## src/rtl/pll_mode_pkg.sv

```systemverilog
package pll_mode_pkg;

  typedef enum logic [2:0] {
    ST_NORMAL = 3'b000,
    ST_HOLD   = 3'b001,
    ST_FREE   = 3'b010,
    ST_RESET  = 3'b011,
    ST_AUTO   = 3'b100
  } op_state_e;

  localparam logic [1:0] MS_AUTO = 2'b00;
  localparam logic [1:0] MS_HOLD = 2'b01;
  localparam logic [1:0] MS_FREE = 2'b10;
  localparam logic [1:0] MS_KEEP = 2'b11;

  // Hit-free run length for a frequency code, lengths supplied per code.
  function automatic int unsigned hitfree_len(input logic [1:0] code,
                                              input int unsigned len_8k,
                                              input int unsigned len_t1,
                                              input int unsigned len_e1,
                                              input int unsigned len_oc);
    case (code)
      2'b00:   return len_8k;
      2'b01:   return len_t1;
      2'b10:   return len_e1;
      default: return len_oc;
    endcase
  endfunction

  function automatic int unsigned max4(input int unsigned a, input int unsigned b,
                                       input int unsigned c, input int unsigned d);
    int unsigned m;
    m = a;
    if (b > m) m = b;
    if (c > m) m = c;
    if (d > m) m = d;
    return m;
  endfunction

endpackage

```

## src/rtl/pll_ref_watch.sv

```systemverilog
module pll_ref_watch (
  input  logic       clk,
  input  logic       rst,
  input  logic       ref_sel,
  input  logic       ref_fail,
  input  logic [1:0] ref_freq,
  output logic       sel_change,
  output logic       fail_rise,
  output logic [1:0] freq_q
);
  logic sel_q;
  logic fail_q;

  always_ff @(posedge clk) begin
    if (rst) begin
      sel_q  <= 1'b0;
      fail_q <= 1'b0;
      freq_q <= 2'b00;
    end else begin
      sel_q  <= ref_sel;
      fail_q <= ref_fail;
      freq_q <= ref_freq;
    end
  end

  assign sel_change = ref_sel ^ sel_q;
  assign fail_rise  = ref_fail & ~fail_q;

endmodule

```

## src/rtl/pll_hitfree_qual.sv

```systemverilog
module pll_hitfree_qual #(
  parameter int unsigned LEN_8K = 1,
  parameter int unsigned LEN_T1 = 64,
  parameter int unsigned LEN_E1 = 64,
  parameter int unsigned LEN_OC = 512
) (
  input  logic       clk,
  input  logic       rst,
  input  logic       count_en,
  input  logic       clean,
  input  logic [1:0] freq_q,
  output logic       qual_done
);
  import pll_mode_pkg::*;

  localparam int unsigned MAXLEN = max4(LEN_8K, LEN_T1, LEN_E1, LEN_OC);
  localparam int CNT_W = $clog2(MAXLEN + 1);

  logic [CNT_W-1:0] cnt;
  logic [CNT_W-1:0] term;

  assign term = CNT_W'(hitfree_len(freq_q, LEN_8K, LEN_T1, LEN_E1, LEN_OC));

  always_ff @(posedge clk) begin
    if (rst) begin
      cnt <= '0;
    end else if (!count_en || !clean) begin
      cnt <= '0;
    end else if (cnt >= term) begin
      cnt <= term;
    end else begin
      cnt <= cnt + 1'b1;
    end
  end

  assign qual_done = (cnt >= term);

  // a dirty cycle during qualification restarts the run
  a_r7_hit_clears: assert property (@(posedge clk) disable iff (rst)
    (count_en && !clean) |=> (cnt == '0));

  // count never exceeds the longest run length
  a_r7_cnt_capped: assert property (@(posedge clk) disable iff (rst)
    (32'(cnt) <= MAXLEN));

endmodule

```

## src/rtl/pll_mode_fsm.sv

```systemverilog
module pll_mode_fsm (
  input  logic                     clk,
  input  logic                     rst,
  input  logic [1:0]               mode_sel,
  input  logic                     sel_change,
  input  logic                     fail_rise,
  input  logic                     ref_fail,
  input  logic                     qual_done,
  output pll_mode_pkg::op_state_e  state,
  output logic                     stay_auto
);
  import pll_mode_pkg::*;

  op_state_e nxt;

  always_comb begin
    nxt = state;
    if (state == ST_RESET) begin
      nxt = ST_FREE;
    end else if (mode_sel == MS_FREE) begin
      nxt = ST_FREE;
    end else if (mode_sel == MS_KEEP) begin
      nxt = state;
    end else if (state == ST_FREE) begin
      nxt = (mode_sel == MS_HOLD) ? ST_HOLD : ST_NORMAL;
    end else if (mode_sel == MS_HOLD || sel_change) begin
      nxt = ST_HOLD;
    end else begin
      case (state)
        ST_NORMAL: if (fail_rise) nxt = ST_AUTO;
        ST_HOLD:   if (!ref_fail) nxt = ST_NORMAL;
        ST_AUTO:   if (qual_done) nxt = ST_NORMAL;
        default:   nxt = state;
      endcase
    end
  end

  always_ff @(posedge clk) begin
    if (rst) state <= ST_RESET;
    else     state <= nxt;
  end

  assign stay_auto = (state == ST_AUTO) && (nxt == ST_AUTO);

  a_r2_reset_exit: assert property (@(posedge clk) disable iff (rst)
    (state == ST_RESET) |=> (state == ST_FREE));

  a_r3_force_free: assert property (@(posedge clk) disable iff (rst)
    (mode_sel == MS_FREE) |=> (state == ST_FREE));

  a_r5_hold_request: assert property (@(posedge clk) disable iff (rst)
    (mode_sel == MS_HOLD && state != ST_RESET) |=> (state == ST_HOLD));

  a_r7_done_only_auto: assert property (@(posedge clk) disable iff (rst)
    qual_done |-> (state == ST_AUTO));

  a_r8_relock: assert property (@(posedge clk) disable iff (rst)
    (state == ST_AUTO && mode_sel == MS_AUTO && !sel_change && qual_done)
      |=> (state == ST_NORMAL));

  a_r8_no_early_relock: assert property (@(posedge clk) disable iff (rst)
    (state == ST_AUTO && mode_sel == MS_AUTO && !sel_change && !qual_done)
      |=> (state == ST_AUTO));

  a_r10_keep: assert property (@(posedge clk) disable iff (rst)
    (mode_sel == MS_KEEP && state != ST_RESET) |=> $stable(state));

endmodule

```

## src/rtl/pll_mode_ctrl.sv

```systemverilog
module pll_mode_ctrl #(
  parameter int unsigned LEN_8K = 1,
  parameter int unsigned LEN_T1 = 64,
  parameter int unsigned LEN_E1 = 64,
  parameter int unsigned LEN_OC = 512
) (
  input  logic       clk,
  input  logic       rst,
  input  logic [1:0] mode_sel,
  input  logic       ref_sel,
  input  logic       ref_fail,
  input  logic       phase_hit,
  input  logic [1:0] ref_freq,
  output logic [2:0] state_code,
  output logic       qual_done
);
  import pll_mode_pkg::*;

  logic      sel_change;
  logic      fail_rise;
  logic [1:0] freq_q;
  logic      stay_auto;
  op_state_e state;

  pll_ref_watch u_watch (
    .clk        (clk),
    .rst        (rst),
    .ref_sel    (ref_sel),
    .ref_fail   (ref_fail),
    .ref_freq   (ref_freq),
    .sel_change (sel_change),
    .fail_rise  (fail_rise),
    .freq_q     (freq_q)
  );

  pll_hitfree_qual #(
    .LEN_8K (LEN_8K),
    .LEN_T1 (LEN_T1),
    .LEN_E1 (LEN_E1),
    .LEN_OC (LEN_OC)
  ) u_qual (
    .clk       (clk),
    .rst       (rst),
    .count_en  (stay_auto),
    .clean     (!ref_fail && !phase_hit),
    .freq_q    (freq_q),
    .qual_done (qual_done)
  );

  pll_mode_fsm u_fsm (
    .clk        (clk),
    .rst        (rst),
    .mode_sel   (mode_sel),
    .sel_change (sel_change),
    .fail_rise  (fail_rise),
    .ref_fail   (ref_fail),
    .qual_done  (qual_done),
    .state      (state),
    .stay_auto  (stay_auto)
  );

  assign state_code = state;

endmodule

```

## config.mk

```make
export PLATFORM = sky130hd
export DESIGN_NAME = pll_mode_ctrl
export DESIGN_NICKNAME = d
export VERILOG_FILES = /design/src/rtl/pll_mode_pkg.sv /design/src/rtl/pll_ref_watch.sv /design/src/rtl/pll_hitfree_qual.sv /design/src/rtl/pll_mode_fsm.sv /design/src/rtl/pll_mode_ctrl.sv
export SDC_FILE = /design/constraint.sdc
export NUM_CORES = 1
export LEC_CHECK = 0
export ABC_AREA = 1
export CAP_MARGIN = 20
export CORE_MARGIN = 2
export CORE_UTILIZATION = 57
export CTS_CLUSTER_SIZE = 25
export DETAILED_ROUTE_END_ITERATION = 10
export GPL_TIMING_DRIVEN = 0
export PLACE_DENSITY = 0.93
export SYNTH_ARGS = -nofsm -noshare
export SYNTH_HDL_FRONTEND = slang
export SYNTH_SLANG_ARGS = --single-unit
export TNS_END_PERCENT = 30
```

## constraint.sdc

```tcl
create_clock -name clk -period 5.2 [get_ports clk]
set_clock_uncertainty 0.2 [all_clocks]
set_input_delay 0.52 -clock clk [delete_from_list [all_inputs] [get_ports clk]]
set_output_delay 0.52 -clock clk [all_outputs]
set_load 0.005 [all_outputs]
```

======== Word level (Yosys, flattened, before mapping) ========
Cells that the tools add are included.
storage, ports and cells
  bits in registers ....................... 17
  input port bits ......................... 9
  output and inout port bits .............. 4
  word-level logic and storage cells ...... 44
cells by class
  add/subtract/negate cells ............... 1
  $lt $le $gt $ge ......................... 1
  equal/unequal tests ..................... 10
  muxes and demuxes ....................... 12
  bitwise logic cells ..................... 3
  reduce and logical (&&, ||, !) cells .... 12
operator list
  operator                 count
  $mux W3                  8
  $pmux W10 S2             1
  $add A10 B1 Y10 const B  1
  $ge A10 B10 Y1           1
  $mux W10                 1
  $pmux W3 S3              1
  $eq A2 B2 Y1 const B     3
  $eq A3 B2 Y1 const B     2
  $eq A3 B3 Y1 const B     2
  $eq A2 B1 Y1 const B     2
  $logic_not A1 Y1         4
  $reduce_or A2 Y1         2
  $eq A3 B1 Y1 const B     1
  $logic_not A3 Y1         1
  $logic_and A1 B1 Y1      2
  $logic_not A2 Y1         1
  $logic_or A1 B1 Y1       2
  $and A1 B1 Y1            1
  $mux W1                  1
  $not A1 Y1               1
  $xor A1 B1 Y1            1

======== Logic depth before layout (Yosys ltp) ========
Gate-level depths: netlist (run 1).
  depth in word-level cells ............... 16
  depth in mapped cells ................... 13
  mapped depth without buffers ............ 13

======== Hierarchy ========
From an unflattened synthesis (run 1), not the netlist that was laid out.
second synthesis, totals
  cell total of the unflattened synthesis .. 151
  area total of the unflattened synthesis .. 991.0 um^2
by module, submodules not included
  module            times used  cells an instance  area each (um^2)
  pll_hitfree_qual  1           94                 631.9
  pll_mode_fsm      1           39                 226.5
  pll_ref_watch     1           17                 128.9
  pll_mode_ctrl     1           1                  3.8

======== Worst setup path before layout (run 1) ========
OpenSTA, ideal clock, no wires.
  kind .................................... register to output
  start point ............................. register u_watch.freq_q[0]
  end point ............................... output qual_done
  arrival time ............................ 1.342 ns
  required time ........................... 4.480 ns
  path slack .............................. 3.138 ns
  stages on the path, launching flop included .. 9
  path buffers ............................ 0
  cell sequence ........................... dfxtp_1 inv_1 ha_1 inv_1 ha_1 nand2_1 nor3_1 o21ai_2 nand2_1
on the way
  word-level cells in the longest chain between the ends .. 4
  elaborated cells between the ends (all ways) .. 6
  those cells by class .................... order compare (1); eq/ne (2); mux (1); reduce/logical (2)
ends and longest elaborated chain
  element                                              RTL line                RTL
  start: declaration                                   pll_ref_watch.sv:9      output logic [1:0] freq_q
  start signal: assignment                             pll_ref_watch.sv:22     freq_q <= ref_freq;
  $eq A2 B1 Y1 / $eq A2 B2 Y1 (equally long branches)  pll_mode_pkg.sv:22      case (code)
  $reduce_or A2 Y1 (no line)                           -
  $pmux W10 S2 (*)                                     pll_mode_pkg.sv:22
  $ge A10 B10 Y1 (*)                                   pll_hitfree_qual.sv:36  assign qual_done = (cnt >= term);
  end: declaration                                     pll_mode_ctrl.sv:15     output logic qual_done
Mark *: on every way between the ends. The rest lies on a longest branch, timed or not.

======== Final worst setup path (run 1) ========
Same ends and word-level chain as after synthesis.

==> results.cfg, run 1 <==
[critical_path]
end_kind = output port
worstPathRequired_ns = 4.48
critPathMaxFanout = 8
path_class = register to output port
worstPathArrival_ns = 2.37
critPathLaunchType = register

[synth]
ys_top_cells_by_area = dfxtp_1 34%, nand2_1 11%, inv_1 8.4%, ha_1 7.6%, nor2_1 6.5%
netlist.area_leader.share = 0.344
yosysSeqAreaShare = 0.344
ys.flop_type = dfxtp_1
synth.largest_area_cell = dfxtp_1
syn-cell-area_um2 = 988
yosysWarnings = 0
yosys_register_bits = 17
synth_nets = 152
synth_async_sr_flop_share = 0
ys_top_cells_by_count = 29 x nand2_1, 22 x inv_1, 17 x dfxtp_1, 17 x nor2_1
synth_most_common_cell = nand2_1
synth_edf_count = 0
synthCells = 137
avgSynthCellArea_um2 = 7.21
ys_types = 24

[power]
combPwrFrac = 0.172
power.density_mw_per_mm2 = 222
swShare = 0.288
internal_power_uw = 184
p_sw_uw = 74.2
power.share.sequential = 0.531
power_frac_clock = 0.297
p_leak_uw = 0.000539
ir_worst_vdd_v = 0.000192

[clocking]
clkSinkCount = 17
htreeDepth = 1
cts_tree = yes
cts_made_buffers = 3
holdBufCountCts = 0
clk_pin_slew_worst_paths_ns = 0.11
cts_setup_buffers = 0
post_cts_resized = 0
clk_latency_ns = 0.31
clockBufferDepth = 2
cts_root_buf = clkbuf_4

[routing]
wl_um = 1850
drc = 0
post_drt_wl_per_cell_um = 10.9
drtPass1Iterations = 7
antenna_left = 0
viasPerCell = 5.11
drt_iter0_markers = 16
num_vias = 868

[die]
fp.dieW_um = 45.6
fp-row-count = 15
coreArea_mm2 = 0.00167
initial_utilization = 0.592
ioPinCount = 13
dieArea_mm2 = 0.00208
die-height_um = 45.6

[timing]
drv_slew = 0
rsz0062_at_grt = no
tightest_slew_ns = 0.265
hold_viol = 0
relSlewSlack = 0.823
period_needed_ns = 3.09
tns_ns = 0
finalCritPeriodShare = 0.595
setup_viol = 0
max_freq_mhz = 323

[final_layout]
nets = 169
drive_gt1_frac = 0.163
syn2layout_area_growth_pct = 17.3
fillers = 127
final_util = 0.694
antenna_cells = 0

[global_routing]
gr-total-overflow = 0
grt_pass1_vias = 860
grt_max_degree = 12
grt_usage = 0.220
antenna_found_initial = 0
grt_pass1_wl_um = 3230

[run]
maxCapViolCount = 0

[place]
io_buffers = 12
dp_hpwl_um = 1460
gp_congestion = 0.813

[status]
status = completed

[min_path]
hold_class = register to register
[path summary, 6_finish.rpt]
kind	start	to	slack (ns)	depth (start not counted)
setup / recovery	u_watch.freq_q[0]	qual_done	2.11	9
hold / removal	u_fsm.state[1]	u_fsm.state[1]	0.36	2
setup reg to reg	u_watch.freq_q[0]	u_qual.cnt[8]	3.05	11
hold reg to reg	u_fsm.state[1]	u_fsm.state[1]	0.36	2
[metal layers]
layer	global-route usage	part of all wire	vias up	wire length, um
met1	0.221	0.40	388	736
met4	0.0824	0.0054	0	10
met2	0.403	0.54	24	994
li1	-	-	454	-
met5	0	0	-	0
met3	0.0833	0.057	2	105
[critical path, cell delays in order (launching register included)]
cell	delay (ns)
dfxtp_1	0.35
inv_1	0.05
ha_1	0.26
inv_1	0.05
ha_1	0.27
nand2_1	0.05
nor3_1	0.18
o21ai_2	0.10
nand2_1	0.21
clkdlybuf4s50_1	0.55
[cells in the final DEF, fill, tap and decap left out]
master           Yosys  final
a21oi_1              2      2
a21oi_2              1      1
clkbuf_4             0      3
clkdlybuf4s50_1      0     12
clkinvlp_4           0      1
dfxtp_1             17     17
ha_1                 6      6
inv_1               22     22
inv_2                2      2
nand2_1             29     29
nand2_2              4      4
nand3_1              7      7
nand3_2              1      1
nand3_4              1      1
nand4_1              1      1
nor2_1              17     17
nor2_2               7      7
nor2_4               1      1
nor3_1               1      1
nor3_2               2      2
o211ai_1             1      1
o21ai_0              3      3
o21ai_1              2      2
o21ai_2              1      1
or2_2                1      1
xnor2_1              2      2
xor2_1               6      6
[power by group through the flow]
stage | Sequential [uW] | Clock (uW) | Combinational, uW
finish | 137 | 76.5 | 44.3
global route | 138 | 83.7 | 50.8
CTS | 137 | 77.1 | 44.2
detailed placement | 140 | 0 | 43.9
global placement | 140 | 0 | 41.6
floorplan | 139 | 0 | 26.1
[flip-flops by register name, indices dropped and copies added, names as in the netlist]
name / count
u_watch.freq_q: 2
u_qual.cnt: 10
u_watch.sel_q: 1
u_watch.fail_q: 1
u_fsm.state: 3
[through the flow]
| stage | cell area [um2] | setup WS [ns] | hold slack, ns | total power (uW) | instances |
|---|---|---|---|---|---|
| floorplan | 988 | 3.14 | 0.324 | 165 | 137 |
| global placement | 1130 | 2.52 | 0.344 | 181 | 166 |
| detailed placement | 1130 | 2.45 | 0.344 | 184 | 166 |
| CTS | 1160 | 2.10 | 0.363 | 258 | 170 |
| global route | 1160 | 1.95 | 0.381 | 272 | 170 |
| finish | 1160 | 2.11 | 0.364 | 258 | 170 |
[cell families (layout without fill, tap and decap cells)]
group                      after synthesis  in the layout  share of synthesized area
AOI/OAI and AO/OA                       10             10                     0.0608
DFF                                     17             17                      0.344
adders and majority gates                6              6                     0.0759
and+or+nand+nor                         72             72                      0.357
xor gates and xnor gates                 8              8                     0.0709
buffers and inverters                   24             40                     0.0911
[cell type report]
cell class / count / area [um2] / area share
repair buffers: 12 / 120 / 0.104
clock inverters: 1 / 7.51 / 0.00647
flip-flops and latches: 17 / 340 / 0.293
clock buffers: 3 / 22.5 / 0.0194
well taps: 17 / 21.3 / 0.0183
inverters: 24 / 90.1 / 0.0777
multi-input cells: 96 / 558 / 0.481
Note: power is estimated with default switching activity, not from simulation.
==> run 2, diff against run 1 <==
--- a/config.mk
+++ b/config.mk
@@ -8,11 +8,11 @@
 export ABC_AREA = 1
 export CAP_MARGIN = 20
 export CORE_MARGIN = 2
-export CORE_UTILIZATION = 57
+export CORE_UTILIZATION = 53
 export CTS_CLUSTER_SIZE = 25
 export DETAILED_ROUTE_END_ITERATION = 10
 export GPL_TIMING_DRIVEN = 0
-export PLACE_DENSITY = 0.93
+export PLACE_DENSITY = 0.88
 export SYNTH_ARGS = -nofsm -noshare
 export SYNTH_HDL_FRONTEND = slang
 export SYNTH_SLANG_ARGS = --single-unit
==> constraint.sdc (replaced) <==
create_clock -name clk -period 3 [get_ports clk]
set_clock_uncertainty 0.2 [all_clocks]
set_input_delay 0.3 -clock clk [delete_from_list [all_inputs] [get_ports clk]]
set_output_delay 0.3 -clock clk [all_outputs]
set_load 0.005 [all_outputs]
==> results.cfg, run 2 (synthesis results as in run 1) <==
[final_layout]
largestRegisters = u_qual.cnt (10), u_fsm.state (3), u_watch.freq_q (2)
final_util = 0.668
largest_reg_flops = 10
multi_input_area_um2 = 558
final_common_cell = nand2_1
nets = 169
top_register = u_qual.cnt
drive_gt1_frac = 0.157
syn2layout_area_growth_pct = 18.0
layout_common_cells = 29 x nand2_1, 22 x inv_1, 17 x nor2_1, 17 x dfxtp_1, 12 x clkdlybuf4s50_1
fillers = 141
regArea_um2 = 340
antenna_cells = 0
final_cells = 178

[clocking]
cts_made_buffers = 3
holdBufCountCts = 0
cts_setup_buffers = 0
clk_latency_ns = 0.29
clk_pin_slew_worst_paths_ns = 0.09
cts_tree = yes
clockBufferDepth = 2
htreeDepth = 1
cts_root_buf = clkbuf_4
clkSinkCount = 17
post_cts_resized = 0

[timing]
max_freq_mhz = 357
finalCritPeriodShare = 0.934
rsz0062_at_grt = no
relSlewSlack = 0.819
tightest_slew_ns = 0.270
hold_viol = 0
tns_ns = 0
period_needed_ns = 2.80
drv_slew = 0
setup_viol = 0

[critical_path]
path_class = register to output port
critPathMaxFanout = 8
worstPathArrival_ns = 2.30
end_kind = output port
worstPathRequired_ns = 2.50
critPathLaunchType = register
r2r_slack_ns = 0.93

[status]
status = completed

[global_routing]
antenna_found_initial = 0
grt_pass1_wl_um = 3060
grt_max_degree = 10
gr-total-overflow = 0
grt_pass1_vias = 778
grt_usage = 0.194

[die]
initial_utilization = 0.566
fp.dieW_um = 47.2
fp-row-count = 15
die-height_um = 47.2
dieArea_mm2 = 0.00223
ioPinCount = 13
coreArea_mm2 = 0.00175

[power]
power_uw = 434
power.density_mw_per_mm2 = 373
ir_worst_vdd_v = 0.000301
p_leak_uw = 0.000540

[routing]
wl_um = 1720
post_drt_wl_per_cell_um = 9.65
num_vias = 868
drtPass1Iterations = 4
viasPerCell = 4.88
drc = 0
antenna_left = 0
drt_iter0_markers = 12

[min_path]
hold_class = input pin to register

[run]
maxCapViolCount = 0

[place]
dp.cells = 174
gp_congestion = 0.925
io_buffers = 12
dp_hpwl_um = 1390
==> run 2: changes by cell type in the layout (fill, tap and decap cells not counted), sizes merged <==
cell | previous run | this run
clkbuf | 3 | 4
clkinvlp | 1 | 0
==> run 2: cell type report <==
cell class	instances	share of cell area
clock buffers	4	0.0225
inverters	24	0.0773
multi-input cells	96	0.479
flip-flops and latches	17	0.292
well taps	25	0.0268
repair buffers	12	0.103
==> run 2: per-stage QoR <==
step	cell area, um2	setup WS (ns)	hold WS, ns
after floorplan	988	1.07	0.169
after global placement	1140	0.542	0.344
after detailed placement	1140	0.504	0.344
after CTS	1170	0.176	0.317
after global routing	1170	0.0577	0.336
final	1170	0.198	0.319
==> run 2: worst max-delay path, cell delays in order, from the launching register on <==
cell             delay [ns]
dfxtp_1                0.34
inv_1                  0.04
ha_1                   0.27
inv_1                  0.06
ha_1                   0.27
nand2_1                0.04
nor3_1                 0.17
o21ai_2                0.10
nand2_1                0.19
clkdlybuf4s50_1        0.54
==> run 2: final timing paths <==
check / startpoint / cells past startpoint / to
setup / recovery: u_watch.freq_q[0] / 9 / qual_done
hold / removal: ref_freq[1] / 3 / u_watch.freq_q[1]
setup reg to reg: u_watch.freq_q[0] / 11 / u_qual.cnt[4]
hold reg to reg: u_fsm.state[2] / 2 / u_fsm.state[2]
==> run 2: power by group <==
| group | switching (uW) | leakage [uW] | internal (uW) | total, uW |
|---|---|---|---|---|
| clock | 70.1 | 0.0000150 | 51.8 | 122 |
| sequential | 6.02 | 0.000139 | 231 | 237 |
| combinational | 39.6 | 0.000386 | 35.7 | 75.2 |
| total | 116 | 0.000540 | 319 | 434 |
==> run 2: metal layers <==
metal / vias up / track usage / share of wire
met1: 389 / 0.226 / 0.44
met2: 20 / 0.337 / 0.50
met3: 4 / 0.0577 / 0.046
li1: 455 / - / -
met5: - / 0 / 0
met4: 0 / 0.0667 / 0.011
